$ cat src/rtl/pir_pkg.sv
package pir_pkg;

    // register chosen for read-back
    typedef enum logic [1:0] {
        SEL_REQ  = 2'b00,
        SEL_INSV = 2'b01,
        SEL_MASK = 2'b10
    } rsel_e;

    // command class held in bits [7:6] of an address-0 write
    typedef enum logic [1:0] {
        OP_RDSEL  = 2'b00,
        OP_EOI_NS = 2'b01,
        OP_EOI_SP = 2'b10,
        OP_CFG    = 2'b11
    } op_e;

    // decoded strobes of one register-port write
    typedef struct packed {
        logic  sel_wr;
        rsel_e sel;
        logic  eoi_ns;
        logic  eoi_sp;
        logic  cfg_wr;
        logic  cfg_auto;
        logic  cfg_edge;
        logic  mask_wr;
    } cmd_t;

endpackage

$ cat src/rtl/pir_sync.sv
module pir_sync #(
    parameter int N      = 8,
    parameter int STAGES = 2
) (
    input  logic         clk,
    input  logic         rst_n,
    input  logic [N-1:0] d_i,
    output logic [N-1:0] lvl_o,
    output logic [N-1:0] rise_o
);
    logic [N-1:0] pipe_d [STAGES];
    logic [N-1:0] pipe_q [STAGES];
    logic [N-1:0] prev_d, prev_q;

    always_comb begin
        pipe_d[0] = d_i;
        for (int s = 1; s < STAGES; s++) begin
            pipe_d[s] = pipe_q[s-1];
        end
        prev_d = pipe_q[STAGES-1];
    end

    generate
        for (genvar s = 0; s < STAGES; s++) begin : g_stage
            always_ff @(posedge clk or negedge rst_n) begin
                if (!rst_n) pipe_q[s] <= '0;
                else        pipe_q[s] <= pipe_d[s];
            end
        end
    endgenerate

    always_ff @(posedge clk or negedge rst_n) begin
        if (!rst_n) prev_q <= '0;
        else        prev_q <= prev_d;
    end

    assign lvl_o  = pipe_q[STAGES-1];
    assign rise_o = pipe_q[STAGES-1] & ~prev_q;

endmodule

$ cat src/rtl/pir_prio_enc.sv
module pir_prio_enc #(
    parameter int N     = 8,
    parameter int IDX_W = $clog2(N)
) (
    input  logic [N-1:0]     vec_i,
    output logic             found_o,
    output logic [IDX_W-1:0] idx_o
);
    // lowest set index wins
    always_comb begin
        idx_o = '0;
        for (int i = N - 1; i >= 0; i--) begin
            if (vec_i[i]) idx_o = IDX_W'(i);
        end
        found_o = |vec_i;
    end

endmodule

$ cat src/rtl/pir_cmd_dec.sv
module pir_cmd_dec
    import pir_pkg::*;
#(
    parameter int DW    = 8,
    parameter int LVL_W = 3
) (
    input  logic             wr_stb_i,
    input  logic             addr_i,
    input  logic [DW-1:0]    wdata_i,
    output cmd_t             cmd_o,
    output logic [LVL_W-1:0] lvl_o
);
    op_e op;

    always_comb begin
        op    = op_e'(wdata_i[DW-1:DW-2]);
        cmd_o = '0;
        cmd_o.sel = SEL_REQ;
        lvl_o = wdata_i[LVL_W-1:0];
        if (wr_stb_i) begin
            if (addr_i) begin
                cmd_o.mask_wr = 1'b1;
            end else begin
                unique case (op)
                    OP_RDSEL: begin
                        cmd_o.sel_wr = 1'b1;
                        unique case (wdata_i[1:0])
                            2'b01:   cmd_o.sel = SEL_INSV;
                            2'b10:   cmd_o.sel = SEL_MASK;
                            default: cmd_o.sel = SEL_REQ;
                        endcase
                    end
                    OP_EOI_NS: cmd_o.eoi_ns = 1'b1;
                    OP_EOI_SP: cmd_o.eoi_sp = 1'b1;
                    OP_CFG: begin
                        cmd_o.cfg_wr   = 1'b1;
                        cmd_o.cfg_auto = wdata_i[0];
                        cmd_o.cfg_edge = wdata_i[1];
                    end
                    default: ;
                endcase
            end
        end
    end

endmodule

$ cat src/rtl/pir_resolver.sv
module pir_resolver
    import pir_pkg::*;
#(
    parameter int NUM_IRQ     = 8,
    parameter int SYNC_STAGES = 2,
    parameter int ACK_PULSES  = 2
) (
    input  logic               clk,
    input  logic               rst_n,
    input  logic [7:0]         irq_i,
    input  logic               cs_n,
    input  logic               wr_n,
    input  logic               rd_n,
    input  logic               addr_i,
    input  logic [7:0]         wdata_i,
    output logic [7:0]         rdata_o,
    input  logic               ack_i,
    output logic               int_o,
    output logic [2:0]         ack_level_o
);
    localparam int LVL_W = $clog2(NUM_IRQ);
    localparam int CNT_W = $clog2(ACK_PULSES + 1);
    localparam logic [LVL_W-1:0] SPUR_LVL = LVL_W'(NUM_IRQ - 1);
    localparam logic [CNT_W-1:0] LAST_CNT = CNT_W'(ACK_PULSES - 1);

    typedef struct packed {
        logic [NUM_IRQ-1:0] irr;
        logic [NUM_IRQ-1:0] isr;
        logic [NUM_IRQ-1:0] mask;
        rsel_e              rsel;
        logic               auto_eoi;
        logic               edge_mode;
        logic [CNT_W-1:0]   ack_cnt;
        logic [LVL_W-1:0]   ack_lvl;
        logic               ack_real;
    } state_t;

    state_t st_d, st_q;

    // ---------------- sub-blocks ----------------
    logic [NUM_IRQ-1:0] line_lvl, line_rise;

    pir_sync #(.N(NUM_IRQ), .STAGES(SYNC_STAGES)) u_sync (
        .clk    (clk),
        .rst_n  (rst_n),
        .d_i    (irq_i),
        .lvl_o  (line_lvl),
        .rise_o (line_rise)
    );

    logic               wr_stb;
    cmd_t               cmd;
    logic [LVL_W-1:0]   cmd_lvl;

    assign wr_stb = !cs_n && !wr_n;

    pir_cmd_dec #(.DW(NUM_IRQ), .LVL_W(LVL_W)) u_dec (
        .wr_stb_i (wr_stb),
        .addr_i   (addr_i),
        .wdata_i  (wdata_i),
        .cmd_o    (cmd),
        .lvl_o    (cmd_lvl)
    );

    logic [NUM_IRQ-1:0] pend_vec;
    logic               pend_found, isr_found;
    logic [LVL_W-1:0]   pend_idx, isr_idx;

    assign pend_vec = st_q.irr & ~st_q.mask;

    pir_prio_enc #(.N(NUM_IRQ)) u_pend_enc (
        .vec_i   (pend_vec),
        .found_o (pend_found),
        .idx_o   (pend_idx)
    );

    pir_prio_enc #(.N(NUM_IRQ)) u_isr_enc (
        .vec_i   (st_q.isr),
        .found_o (isr_found),
        .idx_o   (isr_idx)
    );

    // ---------------- arbitration and next state ----------------
    logic               eligible;
    logic               ack_first, ack_last, take;
    logic [LVL_W-1:0]   grant_lvl, cur_lvl;
    logic               cur_real;
    logic [NUM_IRQ-1:0] ack_clr, isr_n;

    assign eligible = pend_found && (!isr_found || (pend_idx < isr_idx));

    always_comb begin
        st_d = st_q;

        ack_first = ack_i && (st_q.ack_cnt == '0);
        ack_last  = ack_i && (st_q.ack_cnt == LAST_CNT);
        take      = ack_first && eligible;
        grant_lvl = take ? pend_idx : SPUR_LVL;
        cur_lvl   = ack_first ? grant_lvl : st_q.ack_lvl;
        cur_real  = ack_first ? take : st_q.ack_real;

        ack_clr = '0;
        if (take) ack_clr[pend_idx] = 1'b1;

        // request register: a new edge outranks a same-cycle clear
        for (int i = 0; i < NUM_IRQ; i++) begin
            if (st_q.edge_mode)
                st_d.irr[i] = (st_q.irr[i] & ~ack_clr[i]) | line_rise[i];
            else
                st_d.irr[i] = line_lvl[i] & ~ack_clr[i];
        end

        // in-service: commands first, then grant, then automatic release
        isr_n = st_q.isr;
        if (cmd.eoi_ns && isr_found) isr_n[isr_idx] = 1'b0;
        if (cmd.eoi_sp)              isr_n[cmd_lvl] = 1'b0;
        if (take)                    isr_n[pend_idx] = 1'b1;
        if (ack_last && st_q.auto_eoi && cur_real) isr_n[cur_lvl] = 1'b0;
        st_d.isr = isr_n;

        // acknowledge sequence bookkeeping
        if (ack_i) begin
            st_d.ack_cnt  = ack_last ? '0 : st_q.ack_cnt + CNT_W'(1);
            st_d.ack_lvl  = cur_lvl;
            st_d.ack_real = cur_real;
        end

        // register-port writes
        if (cmd.mask_wr) st_d.mask = wdata_i[NUM_IRQ-1:0];
        if (cmd.sel_wr)  st_d.rsel = cmd.sel;
        if (cmd.cfg_wr) begin
            st_d.auto_eoi  = cmd.cfg_auto;
            st_d.edge_mode = cmd.cfg_edge;
        end
    end

    always_ff @(posedge clk or negedge rst_n) begin
        if (!rst_n) begin
            st_q           <= '0;
            st_q.mask      <= '1;
            st_q.rsel      <= SEL_REQ;
            st_q.ack_lvl   <= SPUR_LVL;
        end else begin
            st_q <= st_d;
        end
    end

    // ---------------- outputs ----------------
    always_comb begin
        rdata_o = '0;
        if (!cs_n && !rd_n) begin
            unique case (st_q.rsel)
                SEL_INSV: rdata_o = st_q.isr;
                SEL_MASK: rdata_o = st_q.mask;
                default:  rdata_o = st_q.irr;
            endcase
        end
    end

    assign int_o       = eligible;
    assign ack_level_o = st_q.ack_lvl;

    // ---------------- assertions ----------------
    // in-service bits appear only after an acknowledge pulse
    p_isr_only_on_ack_r6: assert property (@(posedge clk) disable iff (!rst_n)
        ((st_q.isr & ~$past(st_q.isr)) != '0) |-> $past(ack_i));

    // at most one in-service bit is added at a time
    p_isr_single_grant_r6: assert property (@(posedge clk) disable iff (!rst_n)
        $onehot0(st_q.isr & ~$past(st_q.isr)));

    // a masked line is never granted
    p_mask_no_win_r4: assert property (@(posedge clk) disable iff (!rst_n)
        ack_first |=> ((st_q.isr & ~$past(st_q.isr) & $past(st_q.mask)) == '0));

    // edge-mode requests are only dropped by an acknowledge
    p_edge_hold_r3: assert property (@(posedge clk) disable iff (!rst_n)
        (st_q.edge_mode && !ack_i && !wr_stb) |=> ((~st_q.irr & $past(st_q.irr)) == '0));

    // automatic release on the last pulse
    p_auto_release_r8: assert property (@(posedge clk) disable iff (!rst_n)
        (ack_last && st_q.auto_eoi && cur_real) |=> !st_q.isr[$past(cur_lvl)]);

    // specific end-of-interrupt clears the named level
    p_spec_eoi_r10: assert property (@(posedge clk) disable iff (!rst_n)
        (cmd.eoi_sp && !ack_i) |=> !st_q.isr[$past(cmd_lvl)]);

    // spurious first pulse reports the lowest-priority level
    p_spurious_lvl_r12: assert property (@(posedge clk) disable iff (!rst_n)
        (ack_first && !eligible) |=> (ack_level_o == 3'(SPUR_LVL)));

endmodule

$ cat config.mk
export PLATFORM = sky130hd
export DESIGN_NAME = pir_resolver
export DESIGN_NICKNAME = d
export VERILOG_FILES = /design/src/rtl/pir_pkg.sv /design/src/rtl/pir_sync.sv /design/src/rtl/pir_prio_enc.sv /design/src/rtl/pir_cmd_dec.sv /design/src/rtl/pir_resolver.sv
export SDC_FILE = /design/constraint.sdc
export NUM_CORES = 1
export LEC_CHECK = 0
export CELL_PAD_IN_SITES_DETAIL_PLACEMENT = 1
export CELL_PAD_IN_SITES_GLOBAL_PLACEMENT = 1
export CORE_ASPECT_RATIO = 0.7
export CORE_MARGIN = 2
export CORE_UTILIZATION = 25
export DETAILED_ROUTE_END_ITERATION = 16
export DONT_BUFFER_PORTS = 1
export PLACE_DENSITY_LB_ADDON = 0.25
export SLEW_MARGIN = 40
export SYNTH_ARGS = -nofsm -noshare
export SYNTH_HDL_FRONTEND = slang
export SYNTH_SLANG_ARGS = --single-unit
export TNS_END_PERCENT = 1
$ cat constraint.sdc
create_clock -name clk -period 3.25 [get_ports clk]
set_clock_uncertainty 0.05 [all_clocks]
set_input_delay 0.325 -clock clk [delete_from_list [all_inputs] [get_ports clk]]
set_output_delay 0.325 -clock clk [all_outputs]
set_load 0.1 [all_outputs]
## After elaboration in Yosys (flattened, before gate mapping)

Cells that the tools add are included.

- Add/subtract/negate cells: 1
- Multipliers: 0
- Divide/modulo/power cells: 0
- Order comparisons: 9
- Equality and inequality tests: 8
- Shifts and indexed selects: 0
- Multiplexer cells: 51
- Bitwise gates (word level): 43
- Reduce and logical (&&, ||, !) cells: 22

Operator list:

| cell | number |
|---|---|
| 3-bit 2-to-1 mux | 20 |
| 8-bit 2-to-1 mux | 7 |
| 8-bit bitwise AND | 5 |
| 8-bit inverter | 5 |
| 1-bit bitwise AND | 16 |
| 3-bit by 4-bit less-than comparator with 1-bit output, second input constant | 4 |
| 1-bit 2-to-1 mux | 16 |
| 8-bit case mux with 2 select lines | 1 |
| 8-bit OR reduction | 2 |
| 1-bit logical AND | 13 |
| 1-bit demux with 3-bit select | 4 |
| 3-bit by 1-bit >= comparator with 1-bit output, second input constant | 4 |
| 9-bit 2-to-1 mux | 1 |
| 2-bit by 1-bit equality test with 1-bit output, second input constant | 4 |
| 2-bit equality test, second input constant | 4 |
| 1-bit inverter | 8 |
| 1-bit OR | 8 |
| 8-bit OR | 1 |
| 1-bit logical NOT | 4 |
| 2-bit logical NOT | 2 |
| 2-bit case mux with 2 select lines | 1 |
| 3-bit less-than comparator | 1 |
| 2-bit by 1-bit adder with 2-bit output, second input constant | 1 |
| 2-bit 2-to-1 mux | 1 |
| 1-bit logical OR | 1 |

- Register bits: 58
- Bits in latches: 0
- RAM bits: 0
- Bits in read-only memories: 0
- Output and inout port bits: 12
- Word-level logic and storage cells: 146
- Memories kept: 0

## Logic depth before layout (Yosys ltp)

Gate-level depths: netlist of the first run.

- Depth in word-level cells: 23
- Gate-level depth with buffers: 9
- Depth with buffers taken out: 9

## Modules after synthesis

Synthesis of the first run repeated with hierarchy kept, for this count alone.

- Cell total of the unflattened synthesis: 288
- Area total of the unflattened synthesis: 3015.4 um^2

By module, submodules not included:

| module | times used | cells an instance | area an instance (um^2) | seq. area each (um^2) |
|---|---|---|---|---|
| pir_resolver | 1 | 214 | 2044.5 | 864.6 |
| pir_sync | 1 | 32 | 710.7 | 600.6 |
| pir_prio_enc | 2 | 13 | 81.3 | 0.0 |
| pir_cmd_dec | 1 | 16 | 97.6 | 0.0 |

## Worst setup path before layout of the first run

OpenSTA, ideal clock, no wires.

- Path type: flip-flop to output port
- Start: reg st_q[22] (netlist name)
- End: out int_o
- Data arrival time: 3890 ps
- Data required time: 2875 ps
- Slack: -1015 ps
- Cell stages (with the launch flop): 9
- Path buffers: 0
- Cell sequence: dfrtp_1 -> or4_4 -> nand3_1 -> ha_1 -> o21ai_2 -> a2111oi_2 -> a21oi_2 -> a21oi_1 -> nor3_1

- Word-level cells in the longest chain between the ends: 8

RTL lines:

| item | line | source |
|---|---|---|
| start: declaration | pir_resolver.sv:38 | `state_t st_d, st_q;` |
| start signal: assignment | pir_resolver.sv:144 | `st_q <= st_d;` |
| 3-bit 2-to-1 mux (5 in series) | pir_prio_enc.sv:13 | `if (vec_i[i]) idx_o = IDX_W'(i);` |
| 3-bit less-than comparator | pir_resolver.sv:90 | `assign eligible = pend_found && (!isr_found \|\| (pend_idx < isr_idx));` |
| 1-bit logical OR * | pir_resolver.sv:90 |  |
| 1-bit logical AND * | pir_resolver.sv:90 |  |
| end: declaration | pir_resolver.sv:18 | `output logic int_o,` |

Mark *: on every way between the ends. The rest lies on a longest branch, timed or not.

## Worst setup path after layout of the first run

Same ends and word-level chain as after synthesis.

==> results of run 1 <==
==> metal layers <==
metal / track usage [%] / wire length (µm) / vias to the layer above
met5: 0 / 0 / -
met4: 5.26 / 136 / 0
met3: 4.41 / 489 / 13
met2: 22.3 / 3850 / 54
met1: 21.4 / 4440 / 1211
li1: - / - / 1140
==> power by group <==
part / internal, mW / switching [mW] / total [mW]
clock network: 0.732 / 0.343 / 1.07
logic: 0.387 / 0.665 / 1.05
registers: 0.880 / 0.256 / 1.14
total: 2.00 / 1.26 / 3.26
==> critical path: cells and delay by family, from the launching register on <==
| kind | cells | cell delay, ps |
|---|---|---|
| compound gates | 4 | 540 |
| fa+ha+maj | 1 | 250 |
| buf+inv | 1 | 200 |
| flops | 1 | 460 |
| simple gates | 3 | 920 |
==> layout make-up <==
type | count | area (µm²)
Fill cell | 1306 | 7880
Multi-Input combinational cell | 211 | 1470
Sequential cell | 58 | 1470
Timing Repair Buffer | 32 | 295
Clock buffer | 12 | 267
Tap cell | 157 | 196
Clock inverter | 4 | 72.6
Inverter | 11 | 41.3
==> sequential cells by signal, summed over array words and instances (netlist names) <==
name / count
st_q: 31
u_sync.lvl_o: 8
u_sync.pipe_d: 8
u_sync.prev_q: 8
ack_level_o: 3
==> logic make-up (layout without fill, tap and decap cells) <==
family	count (synthesis)	after routing	synth area share, %
xor gates and xnor gates	1	1	0.294
DFF	58	58	49.1
adders and majority gates	3	3	1.26
and+or+nand+nor	104	104	19.0
AOI/OAI and AO/OA	90	90	21.4
muxes	13	13	4.78
buffers and inverters	26	59	4.11
==> worst min path at each step <==
| stage | cells past startpoint | endpoint |
|---|---|---|
| 2_1_floorplan | 0 | st_q[0] |
| 3_3_place_gp | 0 | st_q[20] |
| 3_5_place_dp | 0 | st_q[20] |
| 4_1_cts | 1 | st_q[4] |
| 5_1_grt | 1 | st_q[4] |
| 6_report | 1 | st_q[4] |
==> per-stage QoR <==
step | instance area [µm²] | worst slack [ps] | hold WS [ps] | total power [mW]
after floorplan | 2990 | -432 | -20.6 | 1.82
after global placement | 3310 | 200 | -16.2 | 2.12
after detailed placement | 3310 | 103 | -16.2 | 2.13
after CTS | 3790 | 108 | 16.5 | 3.28
after global routing | 3810 | 33.1 | 24.2 | 3.45
final | 3810 | 153 | 29.8 | 3.26
==> timing repair <==
action	4_1_cts	5_1_grt
buffers inserted	1	1
endpoints found under the setup margin	1	1
hold buffers	10	0
hold endpoints to repair	66	0
resized for setup	3	1
pin swaps	1	1
==> placed cells by master (no fill, tap or decap), types with 10 or more instances in the layout <==
master	synthesis	layout
nand2b_1	15	15
a21oi_1	20	19
o21ai_0	16	16
inv_1	11	11
nor2_1	26	20
dfrtp_1	47	47
buf_4	4	21
a22oi_1	12	12
nand2_1	23	23
dfstp_2	11	11
mux2_2	10	10
==> results.md, run 1 <==
* Post-synth top area share at 39.4%
* Initial Utilization at 25.5%
* Vias in the first global route at ~2500
* Worst EP arrival at 2720 ps
* #FFs+latches synth at 58
* Asr flop ratio synth at 100%
* Fin. max-slew vios at 0
* Die Y at 95.4 µm
* DRC at 0
* CTS Buf Count at 9
* Synth Warn # at 0
* Synth-to-layout area growth at 27.6%
* Input/output buffers at 0
* Routed Antenna Nets at 0
* Final Hold Vio Count at 0
* Worst-path cell chain: or4_4, nand3_1, ha_1, o21ai_2, a2111oi_4, a21oi_2, a21oi_2, nor3_4, buf_12
* Pin count of the biggest net entering global routing at 59
* FF-to-FF path depth at 8
* CTS Sinks at just under 60
* Post-layout util at between 30 and 40%
* Max Root-Sink Buffers at 2
* Die ar. at about 13000 µm²
* Final WL at 8910 µm
* Worst Hold Class: in2reg
* Initial antenna violation count at 0
* Yosys top cell by area: dfrtp_1
* Mapped cell area at 2980 µm²
* Slew Limit Headroom at between 50% and 60%
* Crit Reg-Reg Startpoint: st_q[22]
* Aggregate global routing overflow at 0
* Crit path capture: int_o
* Share of post-route cells with drive strength above 1 at 25.6%
* Power Density at 857 nW/µm²
* Fmax at 323 MHz
* CP Launch Type: register
* Leading cell type by number of instances after synthesis: dfrtp_1
* Post-layout minimum cycle time at 3100 ps
* Slowest cell on crit path: or4_4
* Vias at 2418
* Syn Nets at around 320
* Maximum vdd drop at 0.311 mV
* CTS tree: done
* Initial DRC count at 131
* Worst Setup SP: st_q[22]
* R2r endpoint: st_q[29]
* Ant. Diodes at 0
* CORE AREA at 11700 µm²
* Root Buffer: clkbuf_16
* Synth top cells by count: dfrtp_1, nor2_1, nand2_1
* # IOs at 35
* CP max FO at 6
* Row count at 33
* Reg2reg setup slack at 290 ps
* Dpl cells at 457
* Die width at ~130 µm
* Setup TNS Final at 0 ps
* Main synth FF type: dfrtp_1
* Synth area leaders: dfrtp_1, dfstp_2, mux2_2
* Outcome: finished clean
* Worst slew pin tran at 607 ps
* Max Cap Violations at 0
* Endpoints failing setup at 0
* Clock-pin transition on the worst setup and hold timing paths at 60 ps
* Final Non-Filler Cells at 485
* 1st-pass router iterations at 4
* Critical Path Most Common Cell: a21oi_2
* Tcrit/Tclk final at 95.3%
* RSZ-0062 raised after global routing: no
* Post-synthesis cell type count at 59
* H-tree Lvls at 3
* Critical path required time at 2870 ps
* Sequential fraction of the synthesis area at about 50%
* Mapped Avg Cell Area at roughly 10 µm²
* Global Route Usage Sum at 15.2%
* WS Path Type: reg2out
* Clk_lat worst skew at 330 ps
* HP Start: ack_i
* Wire per inst at 18.4 µm
* Crit-path max cell delay at 610 ps
* Via/cell ratio at 4.99
* Lkg Pwr at 1.51 nW
* Nets at 349
* Number of synthesized flops with an enable pin at 0
* RD Place Congestion at 0.937
* Hpwl dp at 6610 µm
* Critical Path End Type: output pin
* Global-route wire length before repair at 14300 µm
* Cells after Synth at 295
Power figures use the tool's default switching activity.
==> run 2: changes to the inputs <==
--- a/config.mk
+++ b/config.mk
@@ -5,13 +5,13 @@
 export SDC_FILE = /design/constraint.sdc
 export NUM_CORES = 1
 export LEC_CHECK = 0
+export BUFFER_PORTS_ARGS = -buffer_cell sky130_fd_sc_hd__buf_2
 export CELL_PAD_IN_SITES_DETAIL_PLACEMENT = 1
 export CELL_PAD_IN_SITES_GLOBAL_PLACEMENT = 1
 export CORE_ASPECT_RATIO = 0.7
 export CORE_MARGIN = 2
 export CORE_UTILIZATION = 25
 export DETAILED_ROUTE_END_ITERATION = 16
-export DONT_BUFFER_PORTS = 1
 export PLACE_DENSITY_LB_ADDON = 0.25
 export SLEW_MARGIN = 40
 export SYNTH_ARGS = -nofsm -noshare
==> run 2 against run 1 <==
Compared with the run above: fmax is essentially flat; non-clock buffer count grew 18; core utilization shrank 1.0 points; via count shrank 0.45%; first-iteration DRC count shrank 4.6%; critical path depth is the same; register-to-register slack gained 190 ps; power shrank 7.9%; design area shrank 3.2%; cell count grew 3.7%; wire length shrank 1.1%; worst setup slack is essentially flat; critical path type unchanged; highest routed layer unchanged.
==> results.md, run 2 (synthesized netlist as in run 1, its figures left out) <==
* Outcome: finished clean
* Fin. max-slew vios at 0
* Met3 wire length at 289 µm
* Aggregate global routing overflow at 0
* Worst slew pin tran at 584 ps
* Final WL at between 8000 and 9000 µm
* Via/cell ratio at 4.79
* Initial Utilization at 25.5%
* Worst Hold Class: in2reg
* Wire per inst at 17.5 µm
* Die Y at 95.4 µm
* H-tree Lvls at 3
* Hold Path Stages at 1
* Root Buffer: clkbuf_16
* Met1 WL at between 4000 and 5000 µm
* 1st-pass router iterations at 4
* R2r endpoint: st_q[29]
* Max Root-Sink Buffers at 2
* Vias in the first global route at 2494
* HP Start: irq_i[4]
* Die ar. at around 13000 µm²
* # IOs at 35
* Endpoints failing setup at 0
* Maximum vdd drop at between 0.2 and 0.3 mV
* Worst hold slack at 50.8 ps
* CP Launch Type: register
* Routed Antenna Nets at 0
* FF/Latch Area at around 1500 µm²
* Setup TNS Final at 0 ps
* Power Density at 815 nW/µm²
* Post-route cell area at around 3700 µm²
* DRC at 0
* Tcrit/Tclk final at 95.3%
* Most frequent cells in the layout: dfrtp_1, buf_2, nor2_1
* Nets at 367
* Clk_lat worst skew at 330 ps
* Vias at 2407
* Pin count of the biggest net entering global routing at 42
* RD Place Congestion at between 0.9 and 1
* Most common cell after layout, fill and taps aside: dfrtp_1
* Post-layout minimum cycle time at 3100 ps
* Largest register FFs at 31
* PnR worst setup slack at 153 ps
* Final Hold Vio Count at 0
* Max Cap Violations at 0
* Synth-to-layout area growth at 23.6%
* Share of post-route cells with drive strength above 1 at 29.2%
* Crit Reg-Reg Startpoint: st_q[22]
* Dpl cell area at ~3400 µm²
* Slew Limit Headroom at 61.1%
* Critical path required time at 2870 ps
* Critical Path End Type: output pin
* Global Route Usage Sum at 14.9%
* CP max FO at 5
* Initial DRC count at 125
* CTS tree: done
* DP Worst Slack at 42.6 ps
* Lkg Pwr at between 1.5 and 2 nW
* Clock-pin transition on the worst setup and hold timing paths at 50 ps
* RSZ-0062 raised after global routing: no
* Global-route wire length before repair at 14000 µm
* WS Path Type: reg2out
* CORE AREA at about 12000 µm²
* CTS Sinks at 58
* Worst Hold End: u_sync.pipe_d[4]
* Ant. Diodes at 0
* Pwr Total at 3.00 mW
* Row count at 33
* DR top layer: met4
* Reg2reg setup slack at 480 ps
* Area occupied by multi-input gates at ~1400 µm²
* Worst EP arrival at 2720 ps
* Fmax at 323 MHz
* Fill count at between 1000 and 1500
* Top reg by flops: st_q
* FF-to-FF path depth at 8
* CTS Buf Count at 9
* Die width at 135 µm
* Initial antenna violation count at 0
* Met2 WL post-DR at 3800 µm
* Input/output buffers at 34
* Hpwl dp at around 7000 µm
run 2: cell count changes in the layout (fill, tap and decap cells not counted), sizes merged:
cell / change
dlygate4sd3: -8
clkbuf: -2
bufinv: -2
clkinv: +3
clkinvlp: +1
buf: +26
run 2: layer usage:
metal	GRT usage (%)	vias up
met1	22.1	1193
met2	21.2	37
met5	0	-
met4	4.65	0
met3	3.56	5
li1	-	1172
run 2: critical path, stage by stage (launching register included):
cell and delay (ps):
dfrtp_1 380, or4_4 580, nand3_1 120, ha_1 270, o21ai_2 150, a2111oi_4 100
a21oi_2 240, a21oi_2 70, nor3_2 180, buf_4 310
run 2: how the worst max path moves through the flow:
stage | cells after the start | from | end | slack (ps)
2_1_floorplan | 5 | st_q[8] | rdata_o[2] | -430
3_3_place_gp | 10 | st_q[15] | int_o | 140
3_5_place_dp | 10 | st_q[15] | int_o | 40
4_1_cts | 10 | st_q[15] | int_o | 80
5_1_grt | 10 | st_q[15] | int_o | 10
6_report | 9 | st_q[22] | int_o | 150
run 2: repair_timing:
action                                 in CTS  in global routing
setup endpoints to repair                   1                  1
cloned                                      0                  0
endpoints found under the hold margin      12                  0
gates resized for setup                     4                  1
pin swaps                                   1                  1
buffers inserted                            1                  0
hold buffers                                1                  0
run 2: per-stage QoR:
| stage | std cells | util [%] |
|---|---|---|
| 2_1_floorplan | 295 | - |
| 3_3_place_gp | 485 | 28.9 |
| 3_5_place_dp | 485 | 28.9 |
| 4_1_cts | 503 | 31.5 |
| 5_1_grt | 503 | 31.5 |
| 6_report | 503 | 31.5 |
run 2: area by class of cell:
class | count | area share, %
clock buffer | 10 | 6.21
clock inverter | 6 | 0.950
inverter | 11 | 1.12
multi-input combinational | 211 | 38.6
sequential | 58 | 39.7
tap | 157 | 5.33
timing repair buffer | 50 | 8.01
run 2: power by group:
group | leakage, nW | total [mW] | internal, mW | switching (mW)
registers | 0.679 | 1.00 | 0.877 | 0.127
clock network | 0.128 | 0.838 | 0.509 | 0.329
logic | 0.718 | 1.16 | 0.381 | 0.780
==> run 3: changes to the inputs <==
--- a/config.mk
+++ b/config.mk
@@ -12,6 +12,7 @@
 export CORE_MARGIN = 2
 export CORE_UTILIZATION = 25
 export DETAILED_ROUTE_END_ITERATION = 16
+export MAX_ROUTING_LAYER = met4
 export PLACE_DENSITY_LB_ADDON = 0.25
 export SLEW_MARGIN = 40
 export SYNTH_ARGS = -nofsm -noshare
==> run 3 against run 2 <==
Compared with the run above: sequential share of layout area unchanged; fmax about the same; non-clock buffer count unchanged; die area unchanged; power about the same; clock-buffer cell count unchanged; combinational power about the same; via count up 0.83%; clock power about the same; worst hold slack about the same; sequential power about the same; global-route usage up 0.46 points; critical path type unchanged; largest cell class unchanged.
==> results.md, run 3 (synthesized netlist as in run 1, its figures left out) <==
* Outcome: finished clean
* Most frequent cells in the layout: dfrtp_1, buf_2, nor2_1
* WS Path Type: reg2out
* Fill count at 1340
* CORE AREA at 11700 µm²
* Max Cap Violations at 0
* Global Route Usage Sum at around 15%
* CTS tree: done
* Nets at 367
* Initial DRC count at 152
* CP Launch Type: register
* CP max FO at 5
* Clock network fraction of design power at 28.0%
* # IOs at 35
* Worst slew pin tran at ~570 ps
* Critical path required time at 2870 ps
* Worst EP arrival at 2720 ps
* Power Density at 816 nW/µm²
* RD Place Congestion at 0.935
* Routed Antenna Nets at 0
* Pin count of the biggest net entering global routing at 42
* DP Worst Slack at 42.6 ps
* Die width at about 130 µm
* P_sw at roughly 1.2 mW
* DRC at 0
* Global-route wire length before repair at between 10000 and 15000 µm
* Wire per inst at between 15 and 20 µm
* Aggregate global routing overflow at 0
* Vias at 2427
* Largest register FFs at 31
* Share of post-route cells with drive strength above 1 at 29.2%
* Post-layout util at 31.5%
* Vias in the first global route at 2499
* Sequential share of power at 33.4%
* PnR worst setup slack at 151 ps
* Die ar. at ~13000 µm²
* Sw frac at 41.2%
* Via/cell ratio at ~4.8
* Worst Hold Class: in2reg
* Fmax at 323 MHz
* H-tree Lvls at 3
* Final WL at ~8800 µm
* Lkg Pwr at between 1.5 and 2 nW
* Fin. max-slew vios at 0
* Tcrit/Tclk final at 95.3%
* Post-route cell area at between 3000 and 4000 µm²
* Max Root-Sink Buffers at 2
* Input/output buffers at 34
* Ant. Diodes at 0
* RSZ-0062 raised after global routing: no
* Maximum vdd drop at 0.285 mV
* CTS Sinks at 58
* Root Buffer: clkbuf_16
* Row count at 33
* Initial Utilization at 25.5%
* Dpl cell area at 3380 µm²
* Top reg by flops: st_q
* Synth-to-layout area growth at 23.6%
* Post-layout minimum cycle time at 3100 ps
* 1st-pass router iterations at 4
* P_int at approximately 1.8 mW
* Clk_lat worst skew at about 330 ps
* Hpwl dp at 6860 µm
* Combinational share of power at 38.6%
* Slew Limit Headroom at 61.6%
* Most common cell after layout, fill and taps aside: dfrtp_1
* Setup TNS Final at 0 ps
* Worst hold slack at a little over 50 ps
* Clock-pin transition on the worst setup and hold timing paths at 50 ps
* Die Y at 95.4 µm
* CTS Buf Count at 9
* Critical Path End Type: output pin
* Final Hold Vio Count at 0
* Endpoints failing setup at 0
* Initial antenna violation count at 0
## run 3: cell counts in the layout (fill, tap and decap cells not counted)
Identical to the previous run, type by type.
## run 3: worst paths after layout
kind / start / end / slack (ps) / depth (start not counted)
setup / recovery: st_q[22] / int_o / 150 / 8
hold / removal: irq_i[4] / u_sync.pipe_d[4] / 50 / 1
setup reg to reg: st_q[22] / st_q[29] / 460 / 8
hold reg to reg: u_sync.pipe_d[2] / u_sync.lvl_o[2] / 290 / 0
max in group asynchronous: rst_n / st_q[16] / 1830 / 3
min in group asynchronous: rst_n / st_q[25] / 440 / 2
## run 3: repair_timing
item	4_1_cts	5_1_grt
cloned	0	0
gates resized for setup	4	1
endpoints found under the hold margin	12	0
setup endpoints to repair	1	1
pin swaps	1	1
setup buffers	1	0
hold buffers	1	0
## run 3: metrics by stage
stage / total power [mW] / std cells
after floorplan: 1.82 / 295
after global placement: 2.14 / 485
after detailed placement: 2.14 / 485
after CTS: 3.03 / 503
after global routing: 3.18 / 503
final: 3.01 / 503
## run 3: power groups by stage
stage	Sequential, mW	Combinational, mW	Clock (mW)
floorplan	0.975	0.840	0
global placement	1.01	1.13	0
detailed placement	1.02	1.12	0
CTS	1.01	1.16	0.868
global route	1.03	1.25	0.903
finish	1.00	1.16	0.840
## run 3: final cells by class
class                   instances  area [µm²]  area share (%)
clock buffers                  10         229            6.21
clock inverters                 6        35.0           0.950
inverters                      11        41.3            1.12
multi-input cells             211        1420            38.6
flip-flops and latches         58        1470            39.7
well taps                     157         196            5.33
repair buffers                 50         295            8.01
## run 3: per-layer routing
layer | up-vias | wire length (µm) | share of wire [%] | track usage, %
met5 | - | 0 | 0 | -
met1 | 1211 | 4650 | 53 | 22.1
li1 | 1173 | - | - | -
met2 | 38 | 3810 | 43 | 21.4
met3 | 5 | 297 | 3.4 | 3.40
met4 | 0 | 76 | 0.86 | 4.65
## run 3: critical path, stage by stage (launching register included)
cell and delay (ps):
dfrtp_1 380, or4_4 580, nand3_1 120, ha_1 270, buf_4 170, nand2_1 210
o22ai_1 200, nor3_2 150, buf_4 310
